--- src/rtl/sdp_pkg.sv ---
package sdp_pkg;
   localparam logic [1:0] MODE_SPI = 2'b11;

   function automatic logic is_spi(input logic [1:0] m);
      return m == MODE_SPI;
   endfunction
endpackage

--- src/rtl/sdp_half_timer.sv ---
// Counts half-bit periods of (div+1) clocks while run is high.
module sdp_half_timer #(
   parameter int DIV_W = 8
) (
   input  logic             clk,
   input  logic             rst_n,
   input  logic             run,
   input  logic [DIV_W-1:0] div,
   output logic             half_end
);
   logic [DIV_W-1:0] cnt;

   assign half_end = run && (cnt == div);

   always_ff @(posedge clk) begin
      if (!rst_n)           cnt <= '0;
      else if (!run)        cnt <= '0;
      else if (cnt == div)  cnt <= '0;
      else                  cnt <= cnt + 1'b1;
   end
endmodule

--- src/rtl/sdp_xfer.sv ---
// Common transfer controller: drives the shared shift registers in
// either SPI-master or asynchronous-transmit personality.
module sdp_xfer #(
   parameter int DATA_W = 8,
   parameter int DIV_W  = 8
) (
   input  logic              clk,
   input  logic              rst_n,
   input  logic              spi,
   input  logic              cpol,
   input  logic              cpha,
   input  logic [DIV_W-1:0]  div,
   input  logic              en,
   input  logic              have_next,
   input  logic [DATA_W-1:0] next_data,
   input  logic              miso,
   output logic              take,
   output logic              fin,
   output logic [DATA_W-1:0] rx_word,
   output logic              sck,
   output logic              mosi
);
   localparam int BIT_W = $clog2(DATA_W + 2);

   logic              busy, half, half_end;
   logic [BIT_W-1:0]  bitn, last_bit;
   logic [DATA_W-1:0] tx_sr, rx_sr;

   sdp_half_timer #(.DIV_W(DIV_W)) u_timer (
      .clk(clk), .rst_n(rst_n), .run(busy), .div(div), .half_end(half_end)
   );

   assign last_bit = spi ? BIT_W'(DATA_W - 1) : BIT_W'(DATA_W + 1);
   assign fin      = busy && half_end && half && (bitn == last_bit);
   assign take     = en && have_next && (!busy || fin);
   assign rx_word  = rx_sr;

   always_ff @(posedge clk) begin
      if (!rst_n) begin
         busy  <= 1'b0;
         half  <= 1'b0;
         bitn  <= '0;
         tx_sr <= '0;
         rx_sr <= '0;
      end else if (take) begin
         busy  <= 1'b1;
         half  <= 1'b0;
         bitn  <= '0;
         tx_sr <= next_data;
      end else if (fin) begin
         busy <= 1'b0;
         half <= 1'b0;
      end else if (busy && half_end) begin
         if (!half) begin
            half <= 1'b1;
            if (spi) rx_sr <= {rx_sr[DATA_W-2:0], miso};
         end else begin
            half <= 1'b0;
            bitn <= bitn + 1'b1;
            if (spi)            tx_sr <= {tx_sr[DATA_W-2:0], 1'b0};
            else if (bitn != 0) tx_sr <= {1'b0, tx_sr[DATA_W-1:1]};
         end
      end
   end

   always_comb begin
      if (!spi)      sck = 1'b0;
      else if (busy) sck = cpol ^ cpha ^ half;
      else           sck = cpol;

      if (!busy)                mosi = 1'b1;
      else if (spi)             mosi = tx_sr[DATA_W-1];
      else if (bitn == 0)       mosi = 1'b0;
      else if (bitn == last_bit) mosi = 1'b1;
      else                      mosi = tx_sr[0];
   end
endmodule

--- src/rtl/sdp_arx.sv ---
// Minimal asynchronous receiver: start-bit check at its centre,
// data sampled at bit centres LSB first, frame kept only on a high stop bit.
module sdp_arx #(
   parameter int DATA_W = 8,
   parameter int DIV_W  = 8
) (
   input  logic              clk,
   input  logic              rst_n,
   input  logic              en,
   input  logic [DIV_W-1:0]  div,
   input  logic              rxd,
   output logic              valid,
   output logic [DATA_W-1:0] word
);
   localparam int STOP_H = 2 * DATA_W + 2;
   localparam int HN_W   = $clog2(STOP_H + 1);

   logic              s1, s2, busy, half_end;
   logic [HN_W-1:0]   hn;
   logic [DATA_W-1:0] sr;

   sdp_half_timer #(.DIV_W(DIV_W)) u_timer (
      .clk(clk), .rst_n(rst_n), .run(busy), .div(div), .half_end(half_end)
   );

   assign word = sr;

   always_ff @(posedge clk) begin
      if (!rst_n) begin
         s1    <= 1'b1;
         s2    <= 1'b1;
         busy  <= 1'b0;
         hn    <= '0;
         sr    <= '0;
         valid <= 1'b0;
      end else begin
         s1    <= rxd;
         s2    <= s1;
         valid <= 1'b0;
         if (!en) begin
            busy <= 1'b0;
         end else if (!busy) begin
            if (!s2) begin
               busy <= 1'b1;
               hn   <= '0;
            end
         end else if (half_end) begin
            hn <= hn + 1'b1;
            if (hn == 0) begin
               if (s2) busy <= 1'b0;
            end else if (hn == HN_W'(STOP_H)) begin
               busy  <= 1'b0;
               valid <= s2;
            end else if (!hn[0]) begin
               sr <= {s2, sr[DATA_W-1:1]};
            end
         end
      end
   end
endmodule

--- src/rtl/serial_dual_port.sv ---
module serial_dual_port #(
   parameter int DATA_W   = 8,
   parameter int DIV_W    = 8,
   parameter bit ASYNC_RX = 1'b1
) (
   input  logic              clk,
   input  logic              rst_n,
   input  logic [1:0]        cfg_mode,
   input  logic              cfg_txen,
   input  logic              cfg_rxen,
   input  logic              cfg_cpol,
   input  logic              cfg_cpha,
   input  logic [DIV_W-1:0]  cfg_div,
   input  logic              wr_en,
   input  logic [DATA_W-1:0] wr_data,
   input  logic              rd_en,
   output logic [DATA_W-1:0] rd_data,
   output logic              tx_empty,
   output logic              txc_flag,
   output logic              rxc_flag,
   output logic              sck,
   output logic              mosi,
   input  logic              miso
);
   import sdp_pkg::*;

   if (DATA_W < 4 || DIV_W < 1) begin : g_bad_param
      $error("serial_dual_port: DATA_W must be >= 4 and DIV_W >= 1");
   end

   logic              spi, wr_ok;
   logic              buf_full;
   logic [DATA_W-1:0] buf_data, eng_word, arx_word, rx_data_in;
   logic              take, fin, arx_valid, rx_load;

   assign spi      = is_spi(cfg_mode);
   assign wr_ok    = wr_en && cfg_txen;
   assign tx_empty = !buf_full;

   sdp_xfer #(.DATA_W(DATA_W), .DIV_W(DIV_W)) u_xfer (
      .clk(clk), .rst_n(rst_n), .spi(spi), .cpol(cfg_cpol), .cpha(cfg_cpha),
      .div(cfg_div), .en(cfg_txen), .have_next(buf_full), .next_data(buf_data),
      .miso(miso), .take(take), .fin(fin), .rx_word(eng_word),
      .sck(sck), .mosi(mosi)
   );

   if (ASYNC_RX) begin : g_arx
      sdp_arx #(.DATA_W(DATA_W), .DIV_W(DIV_W)) u_arx (
         .clk(clk), .rst_n(rst_n), .en(cfg_rxen && !spi), .div(cfg_div),
         .rxd(miso), .valid(arx_valid), .word(arx_word)
      );
   end else begin : g_no_arx
      assign arx_valid = 1'b0;
      assign arx_word  = '0;
   end

   assign rx_load    = cfg_rxen && (spi ? fin : arx_valid);
   assign rx_data_in = spi ? eng_word : arx_word;

   always_ff @(posedge clk) begin
      if (!rst_n) begin
         buf_full <= 1'b0;
         buf_data <= '0;
         txc_flag <= 1'b0;
         rxc_flag <= 1'b0;
         rd_data  <= '0;
      end else begin
         if (take) buf_full <= 1'b0;
         if (wr_ok && (!buf_full || take)) begin
            buf_full <= 1'b1;
            buf_data <= wr_data;
         end

         if (fin && !take) txc_flag <= 1'b1;
         else if (wr_ok)   txc_flag <= 1'b0;

         if (rx_load) begin
            rd_data  <= rx_data_in;
            rxc_flag <= 1'b1;
         end else if (rd_en) begin
            rxc_flag <= 1'b0;
         end
      end
   end
endmodule

--- config.mk ---
export PLATFORM = sky130hd
export DESIGN_NAME = serial_dual_port
export DESIGN_NICKNAME = d
export VERILOG_FILES = /design/src/rtl/sdp_pkg.sv /design/src/rtl/sdp_half_timer.sv /design/src/rtl/sdp_xfer.sv /design/src/rtl/sdp_arx.sv /design/src/rtl/serial_dual_port.sv
export SDC_FILE = /design/constraint.sdc
export NUM_CORES = 1
export LEC_CHECK = 0
export ABC_AREA = 1
export CORE_MARGIN = 2
export CORE_UTILIZATION = 50
export CTS_CLUSTER_DIAMETER = 200
export DETAILED_ROUTE_END_ITERATION = 7
export DONT_BUFFER_PORTS = 1
export SETUP_SLACK_MARGIN = 0.15
export SYNTH_ARGS = -nofsm -noshare
export SYNTH_HDL_FRONTEND = slang
export SYNTH_SLANG_ARGS = --single-unit
--- constraint.sdc ---
create_clock -name clk -period 1.75 [get_ports clk]
set_input_delay 0.2625 -clock clk [delete_from_list [all_inputs] [get_ports clk]]
set_output_delay 0.2625 -clock clk [all_outputs]
set_load 0.05 [all_outputs]
# Word level (Yosys, flattened, before mapping)
# Cells that the tools add are included.
# op_classes
n_reduce_logical,39
mux,32
multipliers,0
magnitude_cmp,0
div,0
bitwise,13
shifts,0
addsub,4
n_eq_ne,8
# op_table
operator,n
$mux W8,7
$mux W1,21
$add A8 B1 Y8 const B,2
$eq A8 B8 Y1,2
$mux W5,3
$logic_and A1 B1 Y1,12
$reduce_bool A2 Y1,6
$not A1 Y1,11
$reduce_or A3 Y1,3
$ne A2 B2 Y1 const B,3
$reduce_and A3 Y1,2
$reduce_and A6 Y1,1
$reduce_or A6 Y1,1
$add A5 B1 Y5 const B,1
$eq A5 B5 Y1 const B,1
$logic_not A5 Y1,1
$reduce_and A5 Y1,1
$add A4 B1 Y4 const B,1
$eq A4 B4 Y1,1
$logic_not A1 Y1,4
$logic_not A4 Y1,1
$mux W4,1
$reduce_and A4 Y1,1
$reduce_bool A4 Y1,1
other kinds (6),8
# word_totals
memories,0
ram_bits,0
output_inout_bits,13
latchBits,0
rom_bits,0
reg_bits,74

# Longest topological paths before layout
# logic_depth
ltp_word,10
depth_mapped,14
mapped_depth_nobuf,14

# By module
# A second synthesis with hierarchy kept.
# hier_totals
cells_unflattened,581
area_unflattened_um2,3920.0
# modules_own_cells
mod,instances,seq_area_each_um2,area_per_inst_um2,cells_per_inst
sdp_xfer,1,440.4,1226.2,186
serial_dual_port,1,380.4,869.6,132
sdp_arx,1,340.3,809.5,115
sdp_half_timer (g_arx.u_arx.u_timer),1,160.2,511.7,74
sdp_half_timer (u_xfer.u_timer),1,160.2,503.0,74

# Least setup slack after synthesis
# No wires, ideal clock.
# synth_path
path_kind,flip-flop to output port
start,register u_xfer.busy
end,output port sck
setup_slack_ns,-0.015
arrival_time_ns,1.503
required_time_ns,1.487
stages_incl_launch_ff,5
cell_sequence,dfxtp_1 > nand2_1 > nor2_1 > o21ai_0 > a21oi_1
# synth_via
elab_chain_cells,2
# synth_rtl
item,line_no,source
start: declaration,sdp_xfer.sv:25,"logic busy, half, half_end;"
start signal: assignment,sdp_xfer.sv:40,busy <= 1'b0;
start signal: assignment,sdp_xfer.sv:46,busy <= 1'b1;
start signal: assignment,sdp_xfer.sv:51,busy <= 1'b0;
$mux W1,sdp_xfer.sv:68,else if (busy) sck = cpol ^ cpha ^ half;
$mux W1,sdp_xfer.sv:67,if (!spi) sck = 1'b0;
end: declaration,serial_dual_port.sv:21,"output logic sck,"
# No other way between the ends.

# Worst setup path after layout
# layout_path
start,register u_xfer.bitn[1]
end,output port mosi
# layout_via
elab_chain_cells,5
word_cells_on_any_way,6
cone_classes,1 x eq/ne; 4 x mux; 1 x reduce/logical
# layout_rtl
item,line_no,source
start: declaration,sdp_xfer.sv:26,"logic [BIT_W-1:0] bitn, last_bit;"
start signal: assignment,sdp_xfer.sv:59,bitn <= bitn + 1'b1;
$eq A4 B4 Y1,sdp_xfer.sv:74,else if (bitn == last_bit) mosi = 1'b1;
$mux W1,sdp_xfer.sv:74,
$mux W1 *,sdp_xfer.sv:73,else if (bitn == 0) mosi = 1'b0;
$mux W1 *,sdp_xfer.sv:72,else if (spi) mosi = tx_sr[DATA_W-1];
$mux W1 *,sdp_xfer.sv:71,if (!busy) mosi = 1'b1;
end: declaration,serial_dual_port.sv:22,"output logic mosi,"
# Every way passes the cells marked *; elsewhere a longest branch is shown, timed or not.

==> impl_results.md <==
- Syn nets: 560
- IO Port Bufs: 0
- Final worst path period need: 1809 ps
- Num Clock Sinks: 74
- Compound-Gate Fraction of Synth Area: 13.22%
- CP endpoint kind: primary output
- TNS Setup: -58.53 ps
- Count leader, synth: nand2_1
- CTS tree: yes
- VDD IR max: 493.6 uV
- Power density cells: 683.5 nW/um^2
- Final Skew: 9.122 ps
- Mux contribution to synthesized area: 0%
- Die ar.: 8086 sq um
- Clock power share: 39.8%
- Setup WS pre-CTS: -32.71 ps
- Commonest cells in the netlist: nand2_1 (107), dfxtp_1 (74), inv_1 (71)
- Drt drc: 0
- Routed WL: 9.329 mm
- Switching Fraction: 26.24%
- Crit path top cell by count: buf_6
- Async set-reset flop share out of synthesis: 0%
- Fillers: 594
- Crit path DAT: 1550 ps
- Critical Path Max Stage Delay: 360 ps
- Chip width: 89.92 um
- Synth Area in XOR/XNOR: 3.322%
- Reg clk slew, reported paths: 80 ps
- Top_reg_cell synth: dfxtp_1
- Grt total ovfl: 0
- WHS: 17.47 ps
- Slew @ Worst Pin: 555.7 ps
- Worst min path class: in -> reg
- Initial antenna violation count: 0
- Main combinational cell family by area after synthesis: simple AND/OR/NAND/NOR gates
- Avg Cell Area, Syn: 7.017 sq um
- Overall power: 3.439 mW
- Crit-path slowest cell: dfxtp_2
- Final Hold Vio Count: 0
- Layout Nets: 606
- Die Y-Extent: 89.92 um
- Largest net degree at the start of global routing: 33
- Share of cells above drive strength 1: 37.78%
- Area leader, netlist: dfxtp_1
- Yosys reg bits: 74
- # setup viols final: 1
- P_int: 2.537 mW
- Sw Pwr: 0.9022 mW
- Crit-path cells: buf_6 > inv_4 > ha_4 > nand3_2 > nand2_1 > o21bai_1 > nand3_1 > buf_6
- Comb power frac: 9.7%
- Via density: 5.146
- Io pins: 40
- Clk root buf: clkbuf_8
- Number of flops mapped to enable cells by yosys: 0
- DP HPWL: 5.714 mm
- Via Count: 3479
- DRT Pass-1 Iters: 5
- Cell family with most CP delay: flip-flops
- Status: finished, violations left
- Ys Warns: 0
- Startpoint Class: flip-flop
- Clk buf depth: 2
- Worst skew pair latency: 350 ps
- Syn-to-layout area delta: 36.31%
- Sequential share of power: 50.4%
- Worst Path Required: 1490 ps
- Kind of critical path: reg -> out
- Gpl congestion: 0.7925
- Initial DRC Count: 186
- Overall Global Routing Usage: 21.99%
- Wire per inst: 13.80 um
- Cell variety after synth: 40
- CTS HTree Levels: 3
- Vias in the first global route: 3264
- Cells after synthesis: 526
- Headroom to the max-slew limit: 62.91%
- Maxcap violations: 0
- Final Util: 69.74%
- Core area: 7214 sq um
- Maximum fanout along the worst path: 3
- Synth area leaders: dfxtp_1 (40%), nand2_1 (11%), inv_1 (7.2%), nor2_1 (7.1%), a21oi_1 (6.0%)
- Register area share after synthesis: 40.14%
- Crit share post-route: 103.3%
- Initial cell density of the core: 51.16%
- Antenna Cells: 0
- Fmax: 0.5529 GHz
- RSZ-0062 raised after global routing: true
- Worst Slack Setup Final: -58.53 ps
- Area share of the largest cell type after synthesis: 40.14%
- Cell Area, Synth: 3691 sq um
- CTS Buf Count: 9
- Failing checks: negative setup slack
- Antenna-violating nets left: 0
- Static leakage: 1.939 nW
- Post-Synth Simple-Gate Area: 30.47%
- Row count: 31
- Worst Path Buf+Inv: 3
- Fin. max-slew vios: 0
- Global-route wire length before repair: 14.61 mm
- Synth Area in Adders: 2.373%
## power groups by stage
stage          clock, mW  sequential, mW  combinational, mW
2_1_floorplan          0            1.77              0.188
3_3_place_gp           0            1.77              0.223
3_5_place_dp           0            1.77              0.226
4_1_cts             1.39            1.74              0.271
5_1_grt             1.46            1.74              0.366
6_report            1.37            1.73              0.334
## cells in the final DEF, fill, tap and decap left out, types with 3 or more instances in the layout
cell      instances
a211oi_2          7
a21oi_1          26
a21oi_2          16
buf_4            28
buf_6            11
clkbuf_8         10
dfxtp_1          53
dfxtp_2          17
dfxtp_4           4
ha_1              6
inv_1            58
inv_2            13
inv_4             4
nand2_1          92
nand2_2          14
nand2_4           6
nand2_8           7
nand3_1          15
nand3_2          18
nand3_4           6
nand4_1           3
nor2_1           51
nor2_2           11
nor2_4           12
nor3_1            4
nor3b_1           3
o21ai_0          19
o21ai_1          10
o21ai_2          10
xnor2_1           5
xor2_1            7
## layout make-up
type                    instances  area (sq um)  area share (%)
multi-input cells             365          2452           48.74
clock buffers                  10         137.6           2.736
clock inverters                 6         65.06           1.293
well taps                      99         123.9           2.462
flip-flops and latches         74          1518           30.17
repair buffers                 43         414.1           8.232
inverters                      79         320.3           6.367
## final timing paths
check	start	to	slack, ps	cells after the start
worst max-delay path	u_xfer.bitn[1]$_SDFFE_PP0P_	mosi	-60	8
worst min-delay path	miso	g_arx.u_arx.s1$_SDFF_PN1_	20	1
worst max register to register	u_xfer.u_timer.cnt[4]$_SDFF_PP0_	buf_data[5]$_SDFFE_PN0P_	10	13
worst min register to register	g_arx.u_arx.s1$_SDFF_PN1_	g_arx.u_arx.s2$_SDFF_PN1_	410	1
## per-stage QoR
stage	cells	cell area (sq um)
after floorplan	526	3695
after global placement	628	3872
after detailed placement	628	3872
after CTS	665	4472
after global routing	676	5031
final	676	5031
## per-layer routing
metal | global-route usage (%) | wire length (um) | vias to the layer above
met3 | 3.772 | 376 | 15
li1 | - | - | 1781
met5 | 0 | 0 | -
met2 | 38.64 | 4563 | 84
met1 | 27.10 | 4195 | 1599
met4 | 8.077 | 193 | 0
## registers in the layout (all words and copies together) (netlist names)
name	count
buf_data	8
buf_full	1
g_arx.u_arx.busy	1
g_arx.u_arx.hn	5
g_arx.u_arx.s1	1
g_arx.u_arx.s2	1
g_arx.u_arx.u_timer.cnt	8
g_arx.u_arx.valid	1
g_arx.u_arx.word	8
rd_data	8
rxc_flag	1
txc_flag	1
u_xfer.bitn	4
u_xfer.busy	1
u_xfer.half	1
u_xfer.rx_word	8
u_xfer.tx_sr	8
u_xfer.u_timer.cnt	8
## cell families after synthesis
family	Yosys count
flops	74
simple gates	245
compound gates	93
buf+inv	93
fa+ha+maj	7
xor+xnor	14
## repair_timing
| action | CTS | global route |
|---|---|---|
| buffers inserted | 16 | 9 |
| gates cloned | 5 | 2 |
| hold buffers | 0 | 0 |
| resized for setup | 77 | 127 |
| endpoints found under the hold margin | 0 | 0 |
| setup endpoints to repair | 40 | 55 |
| pin swaps | 30 | 58 |
(Power assumes the default switching activity.)
